**src/rtl/brg_cfg_pkg.sv**
```systemverilog
// Package: shared constants and per-offset tables for the bridge
// configuration register file. Offsets are relative to the private window.
package brg_cfg_pkg;

    localparam int unsigned WIN_REGS = 32;
    localparam int unsigned WIN_OW   = $clog2(WIN_REGS);
    localparam int unsigned ROUTES   = 4;
    localparam int unsigned IRQ_W    = 4;

    // Writable-bit mask of a private register, by window-relative offset.
    function automatic logic [7:0] win_mask(input int unsigned off);
        case (off)
            0:                      return 8'hF0;
            2:                      return 8'hDB;
            3:                      return 8'hF9;
            6:                      return 8'hEF;
            19:                     return 8'hE0;
            1, 4, 5, 7, 8, 9, 10, 11, 12, 13, 14, 15,
            16, 17, 18, 20:         return 8'hFF;
            default:                return 8'h00;
        endcase
    endfunction

    // Reset value of a private register, by window-relative offset.
    function automatic logic [7:0] win_rst(input int unsigned off);
        case (off)
            1:       return 8'h01;
            4:       return 8'h03;
            19:      return 8'h40;
            default: return 8'h00;
        endcase
    endfunction

endpackage

```
**src/rtl/brg_idx_port.sv**
```systemverilog
// Module: index/data I/O port pair.
// Latches an index from the index port and turns data-port writes into
// window writes when the index lies in the private window. Assumes the
// window is the 32 offsets whose top three bits are 3'b100.
module brg_idx_port #(
    parameter int unsigned IO_AW     = 16,
    parameter logic [15:0] IDX_PORT  = 16'h00A8,
    parameter logic [15:0] DATA_PORT = 16'h00A9
) (
    input  logic             clk,
    input  logic             rst_n,
    input  logic             io_wr,
    input  logic [IO_AW-1:0] io_addr,
    input  logic [7:0]       io_wdata,
    input  logic [7:0]       win_rdata,
    output logic [7:0]       idx_q,
    output logic             data_we,
    output logic [7:0]       io_rdata
);
    logic idx_sel, data_sel, idx_in_win;

    // Port address decode and window gate.
    always_comb begin
        idx_sel    = (io_addr == IDX_PORT[IO_AW-1:0]);
        data_sel   = (io_addr == DATA_PORT[IO_AW-1:0]);
        idx_in_win = (idx_q[7:5] == 3'b100);
        data_we    = io_wr && data_sel && idx_in_win;
    end

    // Index latch.
    always_ff @(posedge clk) begin
        if (!rst_n)
            idx_q <= 8'h00;
        else if (io_wr && idx_sel)
            idx_q <= io_wdata;
    end

    // I/O read return.
    always_comb begin
        if (idx_sel)
            io_rdata = idx_q;
        else if (data_sel && idx_in_win)
            io_rdata = win_rdata;
        else
            io_rdata = 8'hFF;
    end
endmodule

```
**src/rtl/brg_win_regs.sv**
```systemverilog
// Module: private register window storage.
// One byte per offset, one write port, two read ports. Each byte keeps
// its masked-off bits at their current value; constant-masked bits fold
// away, so only writable bits cost a flop.
module brg_win_regs
    import brg_cfg_pkg::*;
#(
    parameter int unsigned N  = WIN_REGS,
    localparam int unsigned OW = $clog2(N)
) (
    input  logic          clk,
    input  logic          rst_n,
    input  logic          we,
    input  logic [OW-1:0] woff,
    input  logic [7:0]    wdata,
    input  logic [OW-1:0] raddr_a,
    output logic [7:0]    rdata_a,
    input  logic [OW-1:0] raddr_b,
    output logic [7:0]    rdata_b,
    output logic [N*8-1:0] regs_flat
);
    logic [7:0] regs [N];

    for (genvar i = 0; i < N; i++) begin : g_reg
        localparam logic [7:0] MSK = win_mask(i);
        localparam logic [7:0] RST = win_rst(i);

        // Masked byte update.
        always_ff @(posedge clk) begin
            if (!rst_n)
                regs[i] <= RST;
            else if (we && (woff == OW'(i)))
                regs[i] <= (regs[i] & ~MSK) | (wdata & MSK);
        end

        assign regs_flat[i*8 +: 8] = regs[i];
    end

    assign rdata_a = regs[raddr_a];
    assign rdata_b = regs[raddr_b];
endmodule

```
**src/rtl/brg_route_dec.sv**
```systemverilog
// Module: one interrupt steering nibble decoder.
// Maps {enable, code[2:0]} to a registered IRQ number and valid flag.
// Assumes a code of 0 or 7 means no line.
module brg_route_dec
    import brg_cfg_pkg::*;
(
    input  logic             clk,
    input  logic             rst_n,
    input  logic [3:0]       nib,
    output logic [IRQ_W-1:0] irq_q,
    output logic             vld_q
);
    logic [IRQ_W-1:0] irq_d;

    // Code to line number.
    always_comb begin
        case (nib[2:0])
            3'd1:    irq_d = IRQ_W'(5);
            3'd2:    irq_d = IRQ_W'(9);
            3'd3:    irq_d = IRQ_W'(10);
            3'd4:    irq_d = IRQ_W'(11);
            3'd5:    irq_d = IRQ_W'(14);
            3'd6:    irq_d = IRQ_W'(15);
            default: irq_d = '0;
        endcase
    end

    // Registered route output.
    always_ff @(posedge clk) begin
        if (!rst_n) begin
            irq_q <= '0;
            vld_q <= 1'b0;
        end else begin
            vld_q <= nib[3] && (irq_d != '0);
            irq_q <= nib[3] ? irq_d : '0;
        end
    end
endmodule

```
**src/rtl/brg_cfg_regfile.sv**
```systemverilog
// Module: bridge configuration register file (top).
// Serves the direct configuration port and the index/data I/O pair,
// holds header and private registers, decodes four interrupt routes
// and exports the mechanism select. Assumes a single function (0).
module brg_cfg_regfile
    import brg_cfg_pkg::*;
#(
    parameter int unsigned FUNC_W    = 3,
    parameter int unsigned IO_AW     = 16,
    parameter logic [15:0] IDX_PORT  = 16'h00A8,
    parameter logic [15:0] DATA_PORT = 16'h00A9,
    parameter logic [31:0] ID_BYTES  = 32'h0505_1106
) (
    input  logic                clk,
    input  logic                rst_n,
    input  logic                cfg_wr,
    input  logic [FUNC_W-1:0]   cfg_func,
    input  logic [7:0]          cfg_addr,
    input  logic [7:0]          cfg_wdata,
    output logic [7:0]          cfg_rdata,
    input  logic                io_wr,
    input  logic [IO_AW-1:0]    io_addr,
    input  logic [7:0]          io_wdata,
    output logic [7:0]          io_rdata,
    output logic                mech2_sel,
    output logic [ROUTES*IRQ_W-1:0] route_irq,
    output logic [ROUTES-1:0]   route_vld
);
    localparam int unsigned OW       = WIN_OW;
    localparam int unsigned OFF_MECH = 6;
    localparam int unsigned OFF_STC  = 16;
    localparam logic [7:0]  CMD_FIX  = 8'h07;
    localparam logic [7:0]  STAT_W1C = 8'h90;

    logic          cfg_f0, cfg_in_win, cfg_win_we, io_win_we;
    logic          win_we;
    logic [OW-1:0] win_woff;
    logic [7:0]    win_wdata, win_rd_cfg, win_rd_io;
    logic [7:0]    idx_q;
    logic [WIN_REGS*8-1:0] regs_flat;
    logic          cmd_b6;
    logic [7:0]    stat_q;

    // Configuration access qualification.
    always_comb begin
        cfg_f0     = (cfg_func == '0);
        cfg_in_win = (cfg_addr[7:5] == 3'b100);
        cfg_win_we = cfg_wr && cfg_f0 && cfg_in_win;
    end

    brg_idx_port #(
        .IO_AW(IO_AW), .IDX_PORT(IDX_PORT), .DATA_PORT(DATA_PORT)
    ) u_idx (
        .clk(clk), .rst_n(rst_n), .io_wr(io_wr), .io_addr(io_addr),
        .io_wdata(io_wdata), .win_rdata(win_rd_io), .idx_q(idx_q),
        .data_we(io_win_we), .io_rdata(io_rdata)
    );

    // Window write arbitration: configuration port wins.
    always_comb begin
        win_we    = cfg_win_we || io_win_we;
        win_woff  = cfg_win_we ? cfg_addr[OW-1:0]  : idx_q[OW-1:0];
        win_wdata = cfg_win_we ? cfg_wdata         : io_wdata;
    end

    brg_win_regs #(.N(WIN_REGS)) u_regs (
        .clk(clk), .rst_n(rst_n), .we(win_we), .woff(win_woff),
        .wdata(win_wdata), .raddr_a(cfg_addr[OW-1:0]), .rdata_a(win_rd_cfg),
        .raddr_b(idx_q[OW-1:0]), .rdata_b(win_rd_io), .regs_flat(regs_flat)
    );

    // Header command bit 6 and write-one-to-clear status.
    always_ff @(posedge clk) begin
        if (!rst_n) begin
            cmd_b6 <= CMD_FIX[6];
            stat_q <= 8'h00;
        end else if (cfg_wr && cfg_f0) begin
            if (cfg_addr == 8'h04)
                cmd_b6 <= cfg_wdata[6];
            if (cfg_addr == 8'h07)
                stat_q <= stat_q & ~(cfg_wdata & STAT_W1C);
        end
    end

    // Configuration read return.
    always_comb begin
        if (!cfg_f0)
            cfg_rdata = 8'hFF;
        else if (cfg_in_win)
            cfg_rdata = win_rd_cfg;
        else begin
            case (cfg_addr)
                8'h00:   cfg_rdata = ID_BYTES[7:0];
                8'h01:   cfg_rdata = ID_BYTES[15:8];
                8'h02:   cfg_rdata = ID_BYTES[23:16];
                8'h03:   cfg_rdata = ID_BYTES[31:24];
                8'h04:   cfg_rdata = {CMD_FIX[7], cmd_b6, CMD_FIX[5:0]};
                8'h07:   cfg_rdata = stat_q;
                default: cfg_rdata = 8'h00;
            endcase
        end
    end

    assign mech2_sel = regs_flat[OFF_MECH*8 + 7];

    // Route n: A/B from steering byte 1, C/D from steering byte 0.
    for (genvar n = 0; n < ROUTES; n++) begin : g_route
        localparam int unsigned BYTE = OFF_STC + ((n < 2) ? 1 : 0);
        localparam int unsigned LSB  = BYTE*8 + (n % 2)*4;
        brg_route_dec u_dec (
            .clk(clk), .rst_n(rst_n), .nib(regs_flat[LSB +: 4]),
            .irq_q(route_irq[n*IRQ_W +: IRQ_W]), .vld_q(route_vld[n])
        );
    end
endmodule

```
**config.mk**
```make
export PLATFORM = sky130hd
export DESIGN_NAME = brg_cfg_regfile
export DESIGN_NICKNAME = d
export VERILOG_FILES = /design/src/rtl/brg_cfg_pkg.sv /design/src/rtl/brg_idx_port.sv /design/src/rtl/brg_win_regs.sv /design/src/rtl/brg_route_dec.sv /design/src/rtl/brg_cfg_regfile.sv
export SDC_FILE = /design/constraint.sdc
export NUM_CORES = 1
export LEC_CHECK = 0
export ABC_CLOCK_PERIOD_IN_PS = 4300
export BUFFER_PORTS_ARGS = -buffer_cell sky130_fd_sc_hd__clkbuf_2
export CORE_ASPECT_RATIO = 1.4
export CORE_MARGIN = 5
export CORE_UTILIZATION = 55
export DETAILED_ROUTE_END_ITERATION = 16
export MAX_ROUTING_LAYER = met4
export PLACE_DENSITY = 0.75
export SLEW_MARGIN = 20
export SYNTH_ARGS = -nofsm -noshare
export SYNTH_HDL_FRONTEND = slang
export SYNTH_SLANG_ARGS = --single-unit
```
**constraint.sdc**
```tcl
create_clock -name clk -period 4.3 [get_ports clk]
set_input_delay 0.43 -clock clk [delete_from_list [all_inputs] [get_ports clk]]
set_output_delay 0.43 -clock clk [all_outputs]
set_load 0.02 [all_outputs]
```
==> metrics.md <==
| Metric | Value |
|---|---|
| Max stage delay on crit path | `between 0.9 and 1 ns` |
| Max FO, Critical Path | `32` |
| Post-CTS resize count | `0` |
| Leak | `4.16 nW` |
| Nets | `roughly 1,100` |
| Number of synthesized register bits | `190` |
| Post-Synth Adder-Cell Area | `0` |
| Simple-Gate Fraction of Synth Area | `0.175` |
| Post-Route WL | `approximately 36,000 µm` |
| Crit path time final | `~3.4 ns` |
| Post-CTS Setup Bufs | `0` |
| Top FF cell, synth | `edfxtp_1` |
| Routability cong. | `1.02` |
| Compound-gate portion of the synthesized area | `0.114` |
| Outcome | `finished clean` |
| Average cell area after synthesis | `roughly 11 µm²` |
| HP Class | `in -> reg` |
| Clock sinks | `190` |
| Unrepaired setup endpoints after global routing | `no` |
| Post-Syn Instances | `around 940` |
| Slowest cell on crit path | `dfxtp_2` |
| First-pass GRT wire length | `between 50,000 and 60,000 µm` |
| Max Clk Rate | `about 0.3 GHz` |
| Hold-fix buffers at CTS | `0` |
| CORE AREA | `approximately 19,000 µm²` |
| Avg WL per Cell | `roughly 28 µm` |
| Post-synthesis sequential area ratio | `0.507` |
| Fin. max-slew vios | `0` |
| PortBufs | `83` |
| Worst-Margin Slew | `1.08 ns` |
| Num CTS Buffers | `17` |
| Mux contribution to synthesized area | `0.164` |
| Syn nets | `approximately 1,000` |
| CP bufs+invs | `1` |
| Setup Skew | `~0.0093 ns` |
| VDD IR max | `approximately 0.00025 V` |
| Vias in the first global route | `8,776` |
| Final setup vio count | `0` |
| Largest net degree at the start of global routing | `50` |
| Largest family of logic cells by synthesized area | `simple AND/OR/NAND/NOR gates` |
| Placement Rows | `60` |
| Top delay family on crit path | `flip-flops` |
| Vias per cell | `roughly 7.0` |
| Drt initial violations | `between 1,000 and 1,500` |
| DIE AREA | `~22,000 µm²` |
| Max-cap violation count | `0` |
| Clock Latency Late Sink | `~0.46 ns` |
| CTS max path bufs | `2` |
| Setup_tns | `0 ns` |
| First drt pass iteration count | `5` |
| CP Data Arrival Time | `2.94 ns` |
| Final hold vios | `0` |
| Critical path class | `reg -> out` |
| Area growth syn-to-layout | `12.7%` |
| Synth cell types | `approximately 70` |
| Syn. warnings | `0` |
| Final period utilization | `0.783` |
| I/O pin count | `84` |
| Total GRT Usage | `0.339` |
| CP required | `between 3 and 4 ns` |
| Xor-xnor portion of the synthesized cell area | `0.00332` |
| H-tree level count | `4` |
| EDFF count, synth | `about 150` |
| FFs w/ async S/R, synth | `0` |
| Max transition margin | `0.281` |
| Initial antenna violation count | `1` |
| CTS clock-pin slew for the worst setup and hold paths | `roughly 0.070 ns` |
| Vias post-DR | `8,912` |
| Final ANT Viol Nets | `0` |
| Pwr Density | `around 330 nW/µm²` |
| Synth Cell Area | `around 11,000 µm²` |
| Initial core utilization | `0.553` |
| CTS tree | `done` |
| Crit-path cells | `mux4_2, mux2_2, nand2_1, o311ai_0, o22a_1, clkbuf_2` |
| DRC Markers | `0` |
| Grt ovf | `0` |
| Worst setup SP type | `flip-flop` |
| Die H | `about 170 µm` |
| Die W | `~130 µm` |
| Fill cell count | `between 1,500 and 2,000` |
| Crit end category | `output pin` |
| WHS | `between 0.2 and 0.25 ns` |
| Root Buffer | `clkbuf_16` |
| Detail Placement HPWL | `26,300 µm` |
| Layout cells sized above 1 | `0.252` |
==> final cells by class <==
class                           instances  area [µm²]  area share
Clock buffer                           19         443      0.0373
Clock inverter                         13         119      0.0100
Antenna cell                            1        2.50    0.000211
Tap cell                              248         310      0.0261
Inverter                                8        30.0     0.00253
Timing Repair Buffer                  134         811      0.0682
Multi-Input combinational cell        658        4820       0.406
Sequential cell                       190        5350       0.450
==> cells in the final DEF (no fill, tap or decap), types with 5 or more instances in the layout <==
| cell type | netlist | final |
|---|---|---|
| a21oi_1 | 25 | 25 |
| a221oi_1 | 13 | 13 |
| a31oi_1 | 23 | 23 |
| and3_1 | 18 | 18 |
| buf_4 | 8 | 50 |
| clkbuf_16 | 0 | 17 |
| clkbuf_2 | 0 | 83 |
| dfxtp_1 | 36 | 34 |
| edfxtp_1 | 154 | 154 |
| inv_1 | 7 | 7 |
| mux2_2 | 15 | 15 |
| mux2i_1 | 32 | 32 |
| mux4_2 | 55 | 55 |
| nand2_1 | 40 | 40 |
| nand2b_1 | 13 | 13 |
| nand3_1 | 21 | 21 |
| nand3b_1 | 5 | 5 |
| nand4_1 | 5 | 5 |
| nor2_1 | 168 | 167 |
| nor2b_1 | 22 | 22 |
| nor3_1 | 47 | 47 |
| nor4_1 | 12 | 12 |
| o211ai_1 | 8 | 8 |
| o21ai_0 | 32 | 30 |
| o31ai_1 | 24 | 24 |
| or2_2 | 6 | 6 |
| or3_1 | 5 | 5 |
==> routing by layer <==
layer  share of wire  global-route usage
met1            0.33               0.383
met2            0.49               0.549
met3            0.10              0.0721
met5               0                   -
met4           0.078               0.203
==> flip-flops by register name, summed over array words and instances (netlist names), named ones only <==
signal,count
u_regs.regs,154
g_route.u_dec.irq_q,16
u_idx.idx_q,8
g_route.u_dec.vld_q,4
stat_q,2
cmd_b6,1
==> power breakdown <==
group          internal [mW]  switching, mW  total [mW]  leakage [nW]
clock network          0.781          0.762        1.54         0.281
registers               2.04         0.0410        2.08          1.83
logic                  0.137          0.216       0.353          2.04
==> stage by stage <==
step           setup slack [ns]  cells  total power, mW  utilization  instance area (µm²)
2_1_floorplan              1.36    937             2.31            -                10500
3_3_place_gp               1.04   1238             2.46        0.594                11300
3_5_place_dp              0.947   1238             2.46        0.594                11300
4_1_cts                   0.998   1270             3.97        0.623                11900
5_1_grt                   0.868   1271             4.07        0.623                11900
6_report                  0.932   1271             3.98        0.623                11900
==> Yosys cell counts (18+ instances only) <==
cell type | count | area (µm²)
nor2_1 | 168 | 631
edfxtp_1 | 154 | 4620
mux4_2 | 55 | 1240
clkbuf_1 | 52 | 195
nor3_1 | 47 | 235
nand2_1 | 40 | 150
dfxtp_1 | 36 | 721
mux2i_1 | 32 | 320
o21ai_0 | 32 | 160
a21oi_1 | 25 | 125
o31ai_1 | 24 | 180
a31oi_1 | 23 | 144
nor2b_1 | 22 | 138
nand3_1 | 21 | 105
and3_1 | 18 | 113
==> path summary, 6_finish.rpt <==
check	startpoint	cells past startpoint	end	slack, ns
max	flip-flop	6	io_rdata[0]	0.93
min reg2reg	stat_q[4]	2	stat_q[4]	0.50
max reg2reg	u_idx.idx_q[5]	6	u_regs.regs[12][3]	1.60
min	cfg_wdata[7]	2	stat_q[7]	0.23
==> kinds of logic (layout without fill, tap and decap cells) <==
family / after synthesis / count (layout)
AO/OA/AOI/OAI: 173 / 173
XOR/XNOR: 4 / 4
buffers and inverters: 89 / 174
flip-flops: 190 / 190
multiplexers: 102 / 102
other: 0 / 1
AND/OR/NAND/NOR: 379 / 379
Note: power is estimated with default switching activity, not from simulation.
